--- config.mk ---
export PLATFORM = sky130hd
export DESIGN_NAME = nibble_bus_dev
export DESIGN_NICKNAME = d
export VERILOG_FILES = /design/src/rtl/nbd_pkg.sv /design/src/rtl/nbd_link.sv /design/src/rtl/nbd_store.sv /design/src/rtl/nbd_ctrl.sv /design/src/rtl/nibble_bus_dev.sv
export SDC_FILE = /design/constraint.sdc
export NUM_CORES = 1
export LEC_CHECK = 0
export ABC_AREA = 0
export CAP_MARGIN = 25
export CORE_MARGIN = 10
export CORE_UTILIZATION = 60
export CTS_BUF_LIST = sky130_fd_sc_hd__clkbuf_4
export CTS_CLUSTER_DIAMETER = 150
export DETAILED_ROUTE_END_ITERATION = 10
export GPL_TIMING_DRIVEN = 0
export PLACE_DENSITY = 0.81
export SYNTH_ARGS = -nofsm -noshare
export SYNTH_HDL_FRONTEND = slang
export SYNTH_HIERARCHICAL = 1
export SYNTH_SLANG_ARGS = --single-unit
--- constraint.sdc ---
create_clock -name clk -period 4.7 [get_ports clk]
set_clock_uncertainty 0.15 [all_clocks]
set_input_delay 0.94 -clock clk [delete_from_list [all_inputs] [get_ports clk]]
set_output_delay 0.94 -clock clk [all_outputs]
set_load 0.1 [all_outputs]
--- src/rtl/nbd_pkg.sv ---
package nbd_pkg;
    typedef enum logic [3:0] {
        ST_IDLE,
        ST_RX_ADDR,
        ST_RX_LEN,
        ST_RX_BODY,
        ST_RX_SUM,
        ST_IGNORE,
        ST_RSP_WAIT,
        ST_TX_ADDR,
        ST_TX_LEN,
        ST_TX_BODY,
        ST_TX_SUM
    } dev_state_t;
endpackage

--- src/rtl/nbd_link.sv ---
// Nibble handshake engine: packet-start detection, byte assembly on writes,
// nibble presentation on reads.
module nbd_link #(
    parameter int NW = 4
) (
    input  logic            clk,
    input  logic            rst_n,
    input  logic            rw,
    input  logic            cs,
    input  logic [NW-1:0]   din,
    input  logic            listen,
    input  logic            talk,
    input  logic [2*NW-1:0] tx_byte,
    output logic            start,
    output logic            byte_valid,
    output logic [2*NW-1:0] rx_byte,
    output logic            byte_taken,
    output logic            hs,
    output logic [NW-1:0]   dout
);
    logic          rw_q, cs_q, hi_phase, hs_q;
    logic [NW-1:0] hi_nib, dout_q;
    logic          cs_rise, cs_fall;

    assign cs_rise = cs & ~cs_q;
    assign cs_fall = ~cs & cs_q;
    assign start   = rw_q & ~rw;
    assign hs      = hs_q;
    assign dout    = dout_q;

    always_ff @(posedge clk or negedge rst_n) begin
        if (!rst_n) begin
            rw_q       <= 1'b1;
            cs_q       <= 1'b0;
            hi_phase   <= 1'b1;
            hs_q       <= 1'b0;
            hi_nib     <= '0;
            dout_q     <= '0;
            rx_byte    <= '0;
            byte_valid <= 1'b0;
            byte_taken <= 1'b0;
        end else begin
            rw_q       <= rw;
            cs_q       <= cs;
            byte_valid <= 1'b0;
            byte_taken <= 1'b0;
            if (start) begin
                hi_phase <= 1'b1;
                hs_q     <= 1'b0;
            end else if (cs_rise && !rw && listen) begin
                hs_q <= 1'b1;
                if (hi_phase) begin
                    hi_nib   <= din;
                    hi_phase <= 1'b0;
                end else begin
                    rx_byte    <= {hi_nib, din};
                    byte_valid <= 1'b1;
                    hi_phase   <= 1'b1;
                end
            end else if (cs_rise && rw && talk) begin
                hs_q   <= 1'b1;
                dout_q <= hi_phase ? tx_byte[2*NW-1:NW] : tx_byte[NW-1:0];
            end else if (cs_fall && hs_q) begin
                hs_q <= 1'b0;
                if (rw && talk) begin
                    if (hi_phase) begin
                        hi_phase <= 1'b0;
                    end else begin
                        hi_phase   <= 1'b1;
                        byte_taken <= 1'b1;
                    end
                end
            end
        end
    end

    // a presented read nibble is held for the whole acknowledge
    a_r1_dout_hold: assert property (@(posedge clk) disable iff (!rst_n)
        (hs_q && $past(hs_q) && rw) |-> $stable(dout_q));
endmodule

--- src/rtl/nbd_store.sv ---
module nbd_store #(
    parameter int DEPTH = 16,
    parameter int W     = 8,
    localparam int IW   = $clog2(DEPTH)
) (
    input  logic          clk,
    input  logic          wr_en,
    input  logic [IW-1:0] wr_idx,
    input  logic [W-1:0]  wr_data,
    input  logic [IW-1:0] rd_idx,
    output logic [W-1:0]  rd_data
);
    logic [W-1:0] mem [DEPTH];

    always_ff @(posedge clk) begin
        if (wr_en) mem[wr_idx] <= wr_data;
    end

    assign rd_data = mem[rd_idx];
endmodule

--- src/rtl/nbd_ctrl.sv ---
module nbd_ctrl
    import nbd_pkg::*;
#(
    parameter int MAX_LEN = 16,
    parameter int BW      = 8,
    localparam int LW     = $clog2(MAX_LEN + 1),
    localparam int IW     = $clog2(MAX_LEN)
) (
    input  logic          clk,
    input  logic          rst_n,
    input  logic [BW-1:0] my_addr,
    input  logic          start,
    input  logic          byte_valid,
    input  logic [BW-1:0] rx_byte,
    input  logic          byte_taken,
    input  logic          rw,
    input  logic          busy_in,
    input  logic [LW-1:0] rsp_len,
    input  logic [BW-1:0] rsp_byte,
    output logic          listen,
    output logic          talk,
    output logic          busy,
    output logic [BW-1:0] tx_byte,
    output logic          wr_en,
    output logic [IW-1:0] wr_idx,
    output logic [BW-1:0] wr_data,
    output logic [IW-1:0] rsp_idx,
    output logic          pkt_ok,
    output logic          pkt_err,
    output logic [LW-1:0] pkt_len
);
    localparam logic [BW-1:0] MAX_B = BW'(MAX_LEN);
    localparam logic [LW-1:0] MAX_L = LW'(MAX_LEN);
    localparam logic [LW-1:0] ONE_L = LW'(1);

    dev_state_t    state, nxt;
    logic [BW-1:0] sum;
    logic [LW-1:0] len, idx, rlen;

    always_ff @(posedge clk or negedge rst_n) begin
        if (!rst_n) state <= ST_IDLE;
        else        state <= nxt;
    end

    always_comb begin
        nxt = state;
        if (start) begin
            nxt = ST_RX_ADDR;
        end else begin
            unique case (state)
                ST_IDLE, ST_IGNORE: nxt = state;
                ST_RX_ADDR:
                    if (byte_valid) nxt = (rx_byte == my_addr) ? ST_RX_LEN : ST_IGNORE;
                ST_RX_LEN:
                    if (byte_valid) begin
                        if (rx_byte > MAX_B)          nxt = ST_IGNORE;
                        else if (rx_byte == '0)       nxt = ST_RX_SUM;
                        else                          nxt = ST_RX_BODY;
                    end
                ST_RX_BODY:
                    if (byte_valid && idx == len - ONE_L) nxt = ST_RX_SUM;
                ST_RX_SUM:
                    if (byte_valid) nxt = (rx_byte == sum) ? ST_RSP_WAIT : ST_IDLE;
                ST_RSP_WAIT:
                    if (rw && !busy_in) nxt = ST_TX_ADDR;
                ST_TX_ADDR:
                    if (byte_taken) nxt = ST_TX_LEN;
                ST_TX_LEN:
                    if (byte_taken) nxt = (rlen == '0) ? ST_TX_SUM : ST_TX_BODY;
                ST_TX_BODY:
                    if (byte_taken && idx == rlen - ONE_L) nxt = ST_TX_SUM;
                ST_TX_SUM:
                    if (byte_taken) nxt = ST_IDLE;
                default: nxt = ST_IDLE;
            endcase
        end
    end

    always_comb begin
        listen  = 1'b0;
        talk    = 1'b0;
        tx_byte = '0;
        wr_en   = 1'b0;
        unique case (state)
            ST_RX_ADDR, ST_RX_LEN, ST_RX_SUM: listen = 1'b1;
            ST_RX_BODY: begin
                listen = 1'b1;
                wr_en  = byte_valid && !start;
            end
            ST_TX_ADDR: begin talk = 1'b1; tx_byte = my_addr; end
            ST_TX_LEN:  begin talk = 1'b1; tx_byte = {{(BW-LW){1'b0}}, rlen}; end
            ST_TX_BODY: begin talk = 1'b1; tx_byte = rsp_byte; end
            ST_TX_SUM:  begin talk = 1'b1; tx_byte = sum; end
            default: ;
        endcase
    end

    assign busy    = talk;
    assign wr_idx  = idx[IW-1:0];
    assign wr_data = rx_byte;
    assign rsp_idx = idx[IW-1:0];

    always_ff @(posedge clk or negedge rst_n) begin
        if (!rst_n) begin
            sum     <= '0;
            len     <= '0;
            idx     <= '0;
            rlen    <= '0;
            pkt_ok  <= 1'b0;
            pkt_err <= 1'b0;
            pkt_len <= '0;
        end else if (start) begin
            pkt_ok  <= 1'b0;
            pkt_err <= 1'b0;
            idx     <= '0;
        end else if (state == ST_RSP_WAIT) begin
            if (rw && !busy_in) begin
                sum  <= '0;
                idx  <= '0;
                rlen <= (rsp_len > MAX_L) ? MAX_L : rsp_len;
            end
        end else if (byte_valid && listen) begin
            sum <= sum + rx_byte;
            if (state == ST_RX_ADDR) sum <= rx_byte;
            if (state == ST_RX_LEN) begin
                len <= rx_byte[LW-1:0];
                idx <= '0;
                if (rx_byte > MAX_B) pkt_err <= 1'b1;
            end
            if (state == ST_RX_BODY) idx <= idx + ONE_L;
            if (state == ST_RX_SUM) begin
                if (rx_byte == sum) begin
                    pkt_ok  <= 1'b1;
                    pkt_len <= len;
                end else begin
                    pkt_err <= 1'b1;
                end
            end
        end else if (byte_taken && talk) begin
            sum <= sum + tx_byte;
            if (state == ST_TX_BODY) idx <= idx + ONE_L;
        end
    end

    // a packet start always lands in the address phase
    a_r2_restart: assert property (@(posedge clk) disable iff (!rst_n)
        ($past(start) && $past(rst_n)) |-> (state == ST_RX_ADDR && !pkt_ok && !pkt_err));
    // a device that dropped out never acknowledges data
    a_r3_quiet_when_out: assert property (@(posedge clk) disable iff (!rst_n)
        (state == ST_IGNORE) |-> !(listen || talk));
endmodule

--- src/rtl/nibble_bus_dev.sv ---
module nibble_bus_dev #(
    parameter int NW      = 4,
    parameter int MAX_LEN = 16,
    localparam int BW     = 2 * NW,
    localparam int LW     = $clog2(MAX_LEN + 1),
    localparam int IW     = $clog2(MAX_LEN)
) (
    input  logic          clk,
    input  logic          rst_n,
    input  logic [BW-1:0] my_addr,
    input  logic          bus_rw,
    input  logic          bus_cs,
    input  logic [NW-1:0] bus_din,
    output logic [NW-1:0] bus_dout,
    output logic          bus_hs,
    input  logic          busy_in,
    output logic          busy_out,
    output logic          pkt_ok,
    output logic          pkt_err,
    output logic [LW-1:0] pkt_len,
    input  logic [IW-1:0] rd_idx,
    output logic [BW-1:0] rd_data,
    input  logic [LW-1:0] rsp_len,
    output logic [IW-1:0] rsp_idx,
    input  logic [BW-1:0] rsp_byte
);
    logic          start, byte_valid, byte_taken, listen, talk, wr_en;
    logic [BW-1:0] rx_byte, tx_byte, wr_data;
    logic [IW-1:0] wr_idx;

    nbd_link #(.NW(NW)) u_link (
        .clk(clk), .rst_n(rst_n), .rw(bus_rw), .cs(bus_cs), .din(bus_din),
        .listen(listen), .talk(talk), .tx_byte(tx_byte), .start(start),
        .byte_valid(byte_valid), .rx_byte(rx_byte), .byte_taken(byte_taken),
        .hs(bus_hs), .dout(bus_dout)
    );

    nbd_ctrl #(.MAX_LEN(MAX_LEN), .BW(BW)) u_ctrl (
        .clk(clk), .rst_n(rst_n), .my_addr(my_addr), .start(start),
        .byte_valid(byte_valid), .rx_byte(rx_byte), .byte_taken(byte_taken),
        .rw(bus_rw), .busy_in(busy_in), .rsp_len(rsp_len), .rsp_byte(rsp_byte),
        .listen(listen), .talk(talk), .busy(busy_out), .tx_byte(tx_byte),
        .wr_en(wr_en), .wr_idx(wr_idx), .wr_data(wr_data), .rsp_idx(rsp_idx),
        .pkt_ok(pkt_ok), .pkt_err(pkt_err), .pkt_len(pkt_len)
    );

    nbd_store #(.DEPTH(MAX_LEN), .W(BW)) u_store (
        .clk(clk), .wr_en(wr_en), .wr_idx(wr_idx), .wr_data(wr_data),
        .rd_idx(rd_idx), .rd_data(rd_data)
    );

    // good and bad outcomes are exclusive
    a_r5_flags_excl: assert property (@(posedge clk) disable iff (!rst_n)
        !(pkt_ok && pkt_err));
    // a reported length never exceeds the buffer
    a_r4_len_bound: assert property (@(posedge clk) disable iff (!rst_n)
        pkt_ok |-> (pkt_len <= LW'(MAX_LEN)));
    // the device only claims the busy line after a good packet
    a_r8_busy_after_ok: assert property (@(posedge clk) disable iff (!rst_n)
        busy_out |-> pkt_ok);
    // no response starts while another device holds the busy line
    a_r9_defer: assert property (@(posedge clk) disable iff (!rst_n)
        $rose(busy_out) |-> !$past(busy_in));
endmodule

==> results.toml, run 1 <==
[run_status]
status = "completed"

[grt]
overflow = 0
grt_pass1_vias = 6296
grt_pass1_wl_um = 34200
grt.total_usage_pct = 21.6
grt_max_degree = 42
antenna_found_initial = 0

[synth]
avgSynthCellArea_um2 = 13.5
async_flop_share_pct = 30.4
muxShareOfSynthArea_pct = 13.4
synth_seq_cells = 184
synth_top_family_by_area = "multiplexers"
synthCells = 690
synthFlopType = "edfxtp_1"
ys_types = 74
synth_seq_area_share_pct = 56.5
synthesis.area_mm2 = 0.00929
synth.area.top_cells = "edfxtp_1 41%, dfrtp_1 15%, mux4_2 4.4%, mux4_1 4.0%, o21ai_0 2.6%"
ys_top_cells_by_count = "128 x edfxtp_1, 54 x dfrtp_1, 49 x o21ai_0"
yosys_warnings = 6
synth.top_cell.area_share_pct = 41.4
synthAdderAreaFrac_pct = 2.83
synth-simple-area-share_pct = 10.6
post-synth-top-count-cell = "edfxtp_1"
syn_nets = 743
synth-compound-area-share_pct = 9.44
synth_edf_count = 128
synth_xor_area_share_pct = 3.11
synth_top_cell_by_area = "edfxtp_1"

[pwr]
ir_worst_vdd_mv = 0.225
p_total_w = 0.00363
p_leak_nw = 4.04
power.density_mw_per_mm2 = 347

[sta]
maxSlewHeadroom_pct = 33.3
hold_violations = 0
slew_viol_final = 0
rsz0062_at_grt = "no"
setup-violations-final = 0
fmax_ghz = 0.217
post-route-period-util_pct = 97.9
fin_crit_ns = 4.60
max_slew.worst_pin.slew_ns = 0.999

[clocking]
cts_tree = "yes"
clk_path_buf_depth = 2
cts_setup_buffers = 0
clockRootBuffer = "clkbuf_4"
cts_made_buffers = 17
clock-sinks = 184
insertion_delay_ns = 0.59
path_clk_slew_ns = 0.14
htreeDepth = 4

[finish]
design_area_mm2 = 0.0104
area_growth_syn_to_layout_pct = 12.4
fill_cells = 1060
instances_no_fill = 972
nets = 824
drive_above_1_share_pct = 16.7
antennaDiodeCount = 0

[floorplan]
die-area_mm2 = 0.0209
std_cell_rows = 45
die_w_um = 144
initial_core_util_pct = 61.1
core_mm2 = 0.0152
io_pins = 59
die_h_um = 144

[worst_hold_path]
hp-class = "input port to asynchronous set/reset pin"

[setup_path]
crit_top_cell = "clkdlybuf4s50_1"
crit_family = "buffers and inverters"
arrival_ns = 3.51
slowest_delay_ns = 0.97
slowest_stage = "clkdlybuf4s50_1"
critPathBufInv = 3
cp_max_fo = 10
crit_chain = "clkdlybuf4s50_1 -> buf_2 -> mux4_1 -> a22oi_1 -> nand2_1 -> clkdlybuf4s50_1"
critical_path_class = "input port to primary output"
end_kind = "primary output"
worst_setup_path_start_kind = "input port"
required_ns = 3.61

[run]
drv_cap = 0

[placed_design]
place_area_mm2 = 0.0101
io_buffers = 57
numPlacedInstances = 940
dpl.hpwl_um = 15500
place.gp.congestion = 0.941

[route]
wl_um = 21500
dr.pass1.iters = 5
drt.antenna.violating_nets = 0
drc = 0
num_vias = 6236
drt-initial-drc-count = 647
wl_per_cell_um = 22.2
avgViaCountPerCell = 6.42
[registers in the layout, summed over array words and instances (netlist names)]
signal / flops
u_link/rx_byte: 8
u_ctrl/state: 4
u_ctrl/pkt_len: 5
u_link/hs: 1
u_link/rw_q: 1
u_ctrl/len: 5
u_link/hi_phase: 1
u_link/byte_taken: 1
u_ctrl/idx: 5
u_ctrl/pkt_ok: 1
u_ctrl/pkt_err: 1
u_store/mem: 128
u_link/dout: 4
u_ctrl/rlen: 5
u_link/cs_q: 1
u_link/byte_valid: 1
u_ctrl/sum: 8
u_link/hi_nib: 4
[layout make-up]
class                           instances  area, µm²  area share [%]
Sequential cell                       184       5250            50.2
Multi-Input combinational cell        442       3660            35.1
Timing Repair Buffer                   62        627            6.00
Buffer                                 48        322            3.08
Tap cell                              188        235            2.25
Clock buffer                           20        150            1.44
Clock inverter                         12        143            1.37
Inverter                               16       61.3           0.587
[stage by stage]
step	hold slack, ns	setup slack, ns	setup TNS [ns]	util (%)
2_1_floorplan	0.326	1.14	0	-
4_1_cts	0.0839	0.00225	0	68.6
5_1_grt	0.0854	0.00497	0	68.7
6_report	0.0992	0.0975	0	68.7
3_5_place_dp	0.323	-0.0349	-0.0349	66.7
3_3_place_gp	0.316	0.0186	0	66.4
[metal layers]
layer | global-route usage (%) | routed length (µm) | vias to the layer above
met3 | 4.72 | 1590 | 30
met2 | 34.6 | 10400 | 295
met4 | 6.22 | 332 | 0
met5 | 0 | 0 | -
li1 | - | - | 2811
met1 | 29.1 | 9270 | 3100
[cells by family (layout without fill, tap and decap cells)]
kind of cell / count (synthesis) / after routing
fa+ha+maj: 20 / 20
simple gates: 188 / 188
flops: 184 / 184
xor+xnor: 33 / 33
compound gates: 128 / 128
mux: 73 / 73
buf+inv: 64 / 158
[worst paths after layout]
kind | start | slack [ns] | cells past startpoint | end
hold reg to reg | u_ctrl/pkt_ok$_DFFE_PN0P_ | 0.35 | 1 | u_ctrl/pkt_ok$_DFFE_PN0P_
setup / recovery | rd_idx[1] | 0.1 | 6 | rd_data[5]
min in group clk | u_ctrl/pkt_ok$_DFFE_PN0P_ | 0.35 | 1 | u_ctrl/pkt_ok$_DFFE_PN0P_
max in group asynchronous | rst_n | 3.68 | 2 | u_link/hi_phase$_DFFE_PN1P_
setup reg to reg | u_ctrl/state[1]$_DFFE_PN0P_ | 0.90 | 13 | u_ctrl/sum[6]$_DFFE_PN0P_
hold / removal | rst_n | 0.1 | 1 | u_link/dout[1]$_DFFE_PN0P_
[timing repair]
item / in CTS / in global routing
hold buffers: 0 / 0
endpoints found under the setup margin: 1 / 6
gates resized for setup: 1 / 6
[power by group]
group	leakage (nW)	switching, W	internal [W]
Sequential	1.92	0.000108	0.00187
Combinational	1.96	0.000480	0.000292
Clock	0.163	0.000543	0.000342
[layout by cell type, fill, tap and decap left out, types with 16 or more instances in the layout]
master / synthesis / routed
clkdlybuf4s50_1: 0 / 49
dfrtp_1: 54 / 54
mux4_2: 18 / 18
nor2_1: 36 / 36
nand2_1: 47 / 47
a22oi_1: 22 / 22
clkbuf_4: 0 / 20
mux2_2: 17 / 17
xnor2_1: 19 / 19
o21ai_0: 49 / 49
nand3_1: 23 / 23
ha_1: 17 / 17
mux2i_1: 16 / 16
edfxtp_1: 128 / 128
buf_4: 18 / 21
(Power assumes the default switching activity.)
==> run 2, diff against run 1 <==
--- a/config.mk
+++ b/config.mk
@@ -13,7 +13,7 @@
 export CTS_CLUSTER_DIAMETER = 150
 export DETAILED_ROUTE_END_ITERATION = 10
 export GPL_TIMING_DRIVEN = 0
-export PLACE_DENSITY = 0.81
+export PLACE_DENSITY_LB_ADDON = 0.1
 export SYNTH_ARGS = -nofsm -noshare
 export SYNTH_HDL_FRONTEND = slang
 export SYNTH_HIERARCHICAL = 1
==> results.toml, run 2 (same netlist as run 1, synthesis figures left out) <==
[setup_path]
critPathBufInv = 3
crit_chain = "clkdlybuf4s50_1 -> buf_2 -> mux4_2 -> a22oi_1 -> nand2_1 -> clkdlybuf4s50_1"
critical_path_class = "input port to primary output"
worst_setup_path_start_kind = "input port"
end_kind = "primary output"
slowest_delay_ns = 0.98
crit_top_cell = "clkdlybuf4s50_1"
slowest_stage = "clkdlybuf4s50_1"
arrival_ns = 3.51
cp_max_fo = 10
required_ns = 3.61
crit_family = "buffers and inverters"

[route]
drt-initial-drc-count = 457
num_vias = 6079
drc = 0
drt.antenna.violating_nets = 0
dr.pass1.iters = 5
wl_um = 21400
wl_per_cell_um = 22.0
avgViaCountPerCell = 6.25

[sta]
maxSlewHeadroom_pct = 31.4
max_slew.worst_pin.slew_ns = 1.03
fin_crit_ns = 4.60
setup-violations-final = 0
slew_viol_final = 0
fmax_ghz = 0.217
post-route-period-util_pct = 97.9
holdWs_ns = 0.195
rsz0062_at_grt = "no"
hold_violations = 0

[pwr]
p_leak_nw = 4.02
intPower_w = 0.00254
power.density_mw_per_mm2 = 349
swShare_pct = 30.4
ir_worst_vdd_mv = 0.215
clock_power_share_pct = 25.2
power_frac_comb_pct = 20.9
power_switching_w = 0.00111
p_seq_share_pct = 53.9

[run]
drv_cap = 0

[clocking]
cts_tree = "yes"
clock-sinks = 184
insertion_delay_ns = 0.57
htreeDepth = 4
path_clk_slew_ns = 0.14
clk_path_buf_depth = 2
clockRootBuffer = "clkbuf_4"
cts_made_buffers = 17
ctsHoldBuffers = 0

[floorplan]
std_cell_rows = 45
die-area_mm2 = 0.0209
core_mm2 = 0.0152
die_w_um = 144
io_pins = 59
die_h_um = 144
initial_core_util_pct = 61.1

[grt]
antenna_found_initial = 1
grt_pass1_vias = 6038
grt.total_usage_pct = 21.1
grt_pass1_wl_um = 33500
grt_max_degree = 34
overflow = 0

[placed_design]
numPlacedInstances = 940
place.gp.congestion = 0.926
io_buffers = 57
place_area_mm2 = 0.0101
dpl.hpwl_um = 15800

[finish]
instances_no_fill = 973
design_area_mm2 = 0.0105
largest_reg_flops = 128
final_util_pct = 68.8
final_common_cell = "edfxtp_1"
drive_above_1_share_pct = 16.6
area_growth_syn_to_layout_pct = 12.5
fill_cells = 1061
nets = 824
seq_area_mm2 = 0.00525
regMostFlops = "u_store/mem"
final_cell_mix = "128 x edfxtp_1, 54 x dfrtp_1, 51 x clkdlybuf4s50_1, 49 x o21ai_0, 47 x nand2_1"
largest_registers = "u_store/mem: 128 flops, u_ctrl/sum: 8 flops, u_link/rx_byte: 8 flops"
multi_input_area_mm2 = 0.00366

[worst_hold_path]
hp-class = "input port to asynchronous set/reset pin"

[run_status]
status = "completed"
[run 2: worst register-to-register path, delay by kind of cell (launching register included)]
family | cells | cell delay (ns)
simple gates | 1 | 0.06
xor+xnor | 1 | 0.15
fa+ha+maj | 2 | 0.68
mux | 1 | 0.24
flops | 1 | 0.44
buf+inv | 3 | 1.04
compound gates | 5 | 1.05
[run 2: routing by layer]
layer	vias to the layer above	track usage (%)	wire [µm]
met1	3046	24.9	8600
met4	0	5.96	303
met3	24	4.43	1050
met2	199	38.1	11400
li1	2810	-	-
met5	-	0	0
[run 2: what timing repair did]
item | in CTS | in global routing
buffers inserted | 0 | 0
gates resized for setup | 2 | 3
setup endpoints to repair | 2 | 3
[run 2: path summary, 6_finish.rpt]
| kind | start | end | slack, ns | cells past startpoint |
|---|---|---|---|---|
| setup / recovery | rd_idx[1] | rd_data[1] | 0.10 | 6 |
| hold / removal | rst_n | u_ctrl/rlen[1]$_DFFE_PN0P_ | 0.20 | 1 |
| setup reg to reg | u_ctrl/state[1]$_DFFE_PN0P_ | u_ctrl/sum[6]$_DFFE_PN0P_ | 0.80 | 13 |
| hold reg to reg | u_link/dout[1]$_DFFE_PN0P_ | u_link/dout[1]$_DFFE_PN0P_ | 0.36 | 2 |
| max in group asynchronous | rst_n | u_link/hi_nib[1]$_DFFE_PN0P_ | 3.62 | 2 |
| min in group clk | u_link/dout[1]$_DFFE_PN0P_ | u_link/dout[1]$_DFFE_PN0P_ | 0.36 | 2 |
[run 2: per-stage QoR]
stage	TNS (ns)	setup WS [ns]	power, W
final	0	0.101	0.00365
after global routing	0	0.00565	0.00380
after CTS	0	0.0119	0.00367
after detailed placement	-0.0237	-0.0144	0.00276
after global placement	-0.600	-0.0754	0.00274
after floorplan	0	1.14	0.00252
[run 2: area by class of cell]
type	instances	share of cell area [%]
Inverter	16	0.586
Clock inverter	13	1.66
Timing Repair Buffer	62	5.86
Multi-Input combinational cell	442	35.0
Sequential cell	184	50.2
Tap cell	188	2.25
Antenna cell	2	0.0479
Buffer	48	3.08
Clock buffer	18	1.29
[run 2: power groups by stage]
stage	Sequential [W]	Clock, W	Combinational [W]
final	0.00197	0.000919	0.000764
after CTS	0.00197	0.000941	0.000764
after detailed placement	0.00200	0	0.000763
after global routing	0.00197	0.000997	0.000824
after floorplan	0.00196	0	0.000557
after global placement	0.00200	0	0.000738
==> run 3, diff against run 2 <==
--- a/config.mk
+++ b/config.mk
@@ -6,9 +6,10 @@
 export NUM_CORES = 1
 export LEC_CHECK = 0
 export ABC_AREA = 0
+export ABC_CLOCK_PERIOD_IN_PS = 4000
 export CAP_MARGIN = 25
-export CORE_MARGIN = 10
-export CORE_UTILIZATION = 60
+export CORE_MARGIN = 2
+export CORE_UTILIZATION = 56
 export CTS_BUF_LIST = sky130_fd_sc_hd__clkbuf_4
 export CTS_CLUSTER_DIAMETER = 150
 export DETAILED_ROUTE_END_ITERATION = 10
==> constraint.sdc (replaced) <==
create_clock -name clk -period 4 [get_ports clk]
set_clock_uncertainty 0.15 [all_clocks]
set_input_delay 0.8 -clock clk [delete_from_list [all_inputs] [get_ports clk]]
set_output_delay 0.8 -clock clk [all_outputs]
set_load 0.1 [all_outputs]
==> results.toml, run 3 (same netlist as run 1, synthesis figures left out) <==
[sta]
slew_viol_final = 0
post-route-period-util_pct = 96.9
max_slew.worst_pin.slew_ns = 0.977
hold_violations = 0
fmax_ghz = 0.258
fin_crit_ns = 3.88
finalSetupTns_ns = 0
rsz0062_at_grt = "no"
setup-violations-final = 0
maxSlewHeadroom_pct = 34.7

[finish]
nets = 824
fill_cells = 1232
final_util_pct = 63.9
largest_registers = "u_store/mem: 128 flops, u_ctrl/sum: 8 flops, u_link/rx_byte: 8 flops"
antennaDiodeCount = 0
regMostFlops = "u_store/mem"
instances_no_fill = 1003
area_growth_syn_to_layout_pct = 12.8
final_common_cell = "edfxtp_1"
drive_above_1_share_pct = 18.0
final_cell_mix = "128 x edfxtp_1, 54 x dfrtp_1, 49 x o21ai_0, 47 x clkdlybuf4s50_1, 47 x nand2_1"
largest_reg_flops = 128

[placed_design]
dpl.hpwl_um = 15800
io_buffers = 57
numPlacedInstances = 972
place.gp.congestion = 0.905

[pwr]
ir_worst_vdd_mv = 0.214
p_total_w = 0.00430
power.density_mw_per_mm2 = 411
p_leak_nw = 3.98

[route]
drt-initial-drc-count = 542
dr.pass1.iters = 5
drt.antenna.violating_nets = 0
avgViaCountPerCell = 6.08
wl_um = 21600
num_vias = 6100
wl_per_cell_um = 21.5
drc = 0

[floorplan]
die-area_mm2 = 0.0176
core_mm2 = 0.0164
std_cell_rows = 47
initial_core_util_pct = 56.6
io_pins = 59
die_h_um = 133
die_w_um = 133

[clocking]
clk_path_buf_depth = 2
ctsHoldBuffers = 0
insertion_delay_ns = 0.58
path_clk_slew_ns = 0.16
post_cts_resized = 25
clockRootBuffer = "clkbuf_4"
cts_tree = "yes"
clock-sinks = 184
htreeDepth = 4
cts_setup_buffers = 0
cts_made_buffers = 17

[grt]
grt_pass1_wl_um = 33600
overflow = 0
grt_pass1_vias = 6169
antenna_found_initial = 0
grt_max_degree = 30
grt.total_usage_pct = 25.1

[setup_path]
arrival_ns = 2.93
required_ns = 3.05
worst_setup_path_start_kind = "input port"
end_kind = "primary output"
critical_path_class = "input port to primary output"
cp_max_fo = 10

[worst_hold_path]
hp-class = "input port to asynchronous set/reset pin"

[run_status]
status = "completed"

[run]
drv_cap = 0
run 3: changes by cell type in the layout (fill, tap and decap cells not counted), moves of 2 or more:
cell,previous run,this run
dlymetal6s2s_1,3,0
clkdlybuf4s15_2,0,5
dlygate4sd2_1,2,0
buf_4,19,21
clkbuf_2,0,2
clkdlybuf4s50_1,51,47
diode_2,2,0
run 3: worst max-delay path: stages:
cell and delay, ns:
clkdlybuf4s50_1 0.59, buf_2 0.35, mux4_2 0.40, a22oi_1 0.19
nand2_1 0.11, clkdlybuf4s15_2 0.48
run 3: final timing paths:
check | startpoint | to | slack [ns] | cells past startpoint
setup reg to reg | u_ctrl/state[0]$_DFFE_PN0P_ | u_ctrl/sum[6]$_DFFE_PN0P_ | 0.30 | 14
setup / recovery | rd_idx[1] | rd_data[6] | 0.12 | 6
hold reg to reg | u_ctrl/pkt_ok$_DFFE_PN0P_ | u_ctrl/pkt_ok$_DFFE_PN0P_ | 0.35 | 1
hold / removal | rst_n | u_ctrl/len[0]$_DFFE_PN0P_ | 0.10 | 1
min in group clk | u_ctrl/pkt_ok$_DFFE_PN0P_ | u_ctrl/pkt_ok$_DFFE_PN0P_ | 0.35 | 1
max in group asynchronous | rst_n | u_link/hi_phase$_DFFE_PN1P_ | 2.94 | 2
run 3: cell type report:
| cell class | count | area, µm² | area share, % |
|---|---|---|---|
| Tap cell | 220 | 275 | 2.63 |
| Clock inverter | 13 | 169 | 1.61 |
| Timing Repair Buffer | 62 | 599 | 5.72 |
| Sequential cell | 184 | 5250 | 50.1 |
| Multi-Input combinational cell | 442 | 3670 | 35.0 |
| Clock buffer | 18 | 135 | 1.29 |
| Inverter | 16 | 61.3 | 0.585 |
| Buffer | 48 | 323 | 3.08 |
run 3: metrics by stage:
stage / area [µm²] / setup slack (ns) / hold slack [ns]
after CTS: 10500 / 0.0205 / 0.107
after global placement: 10100 / -0.628 / 0.319
after global routing: 10500 / 0.0385 / 0.143
after floorplan: 9290 / 0.716 / 0.326
final: 10500 / 0.123 / 0.104
after detailed placement: 10200 / -0.594 / 0.325
run 3: layer usage:
layer  track usage [%]  wire length [µm]  part of all wire, %
met1              30.5              8630                   40
met2              46.1             11600                   54
met3              3.45               883                  4.1
met4              8.60               502                  2.3
met5                 0                 0                    0
run 3: power by group:
part,internal [W],switching [W]
Sequential,0.00219,0.000114
Combinational,0.000340,0.000559
Clock,0.000448,0.000650
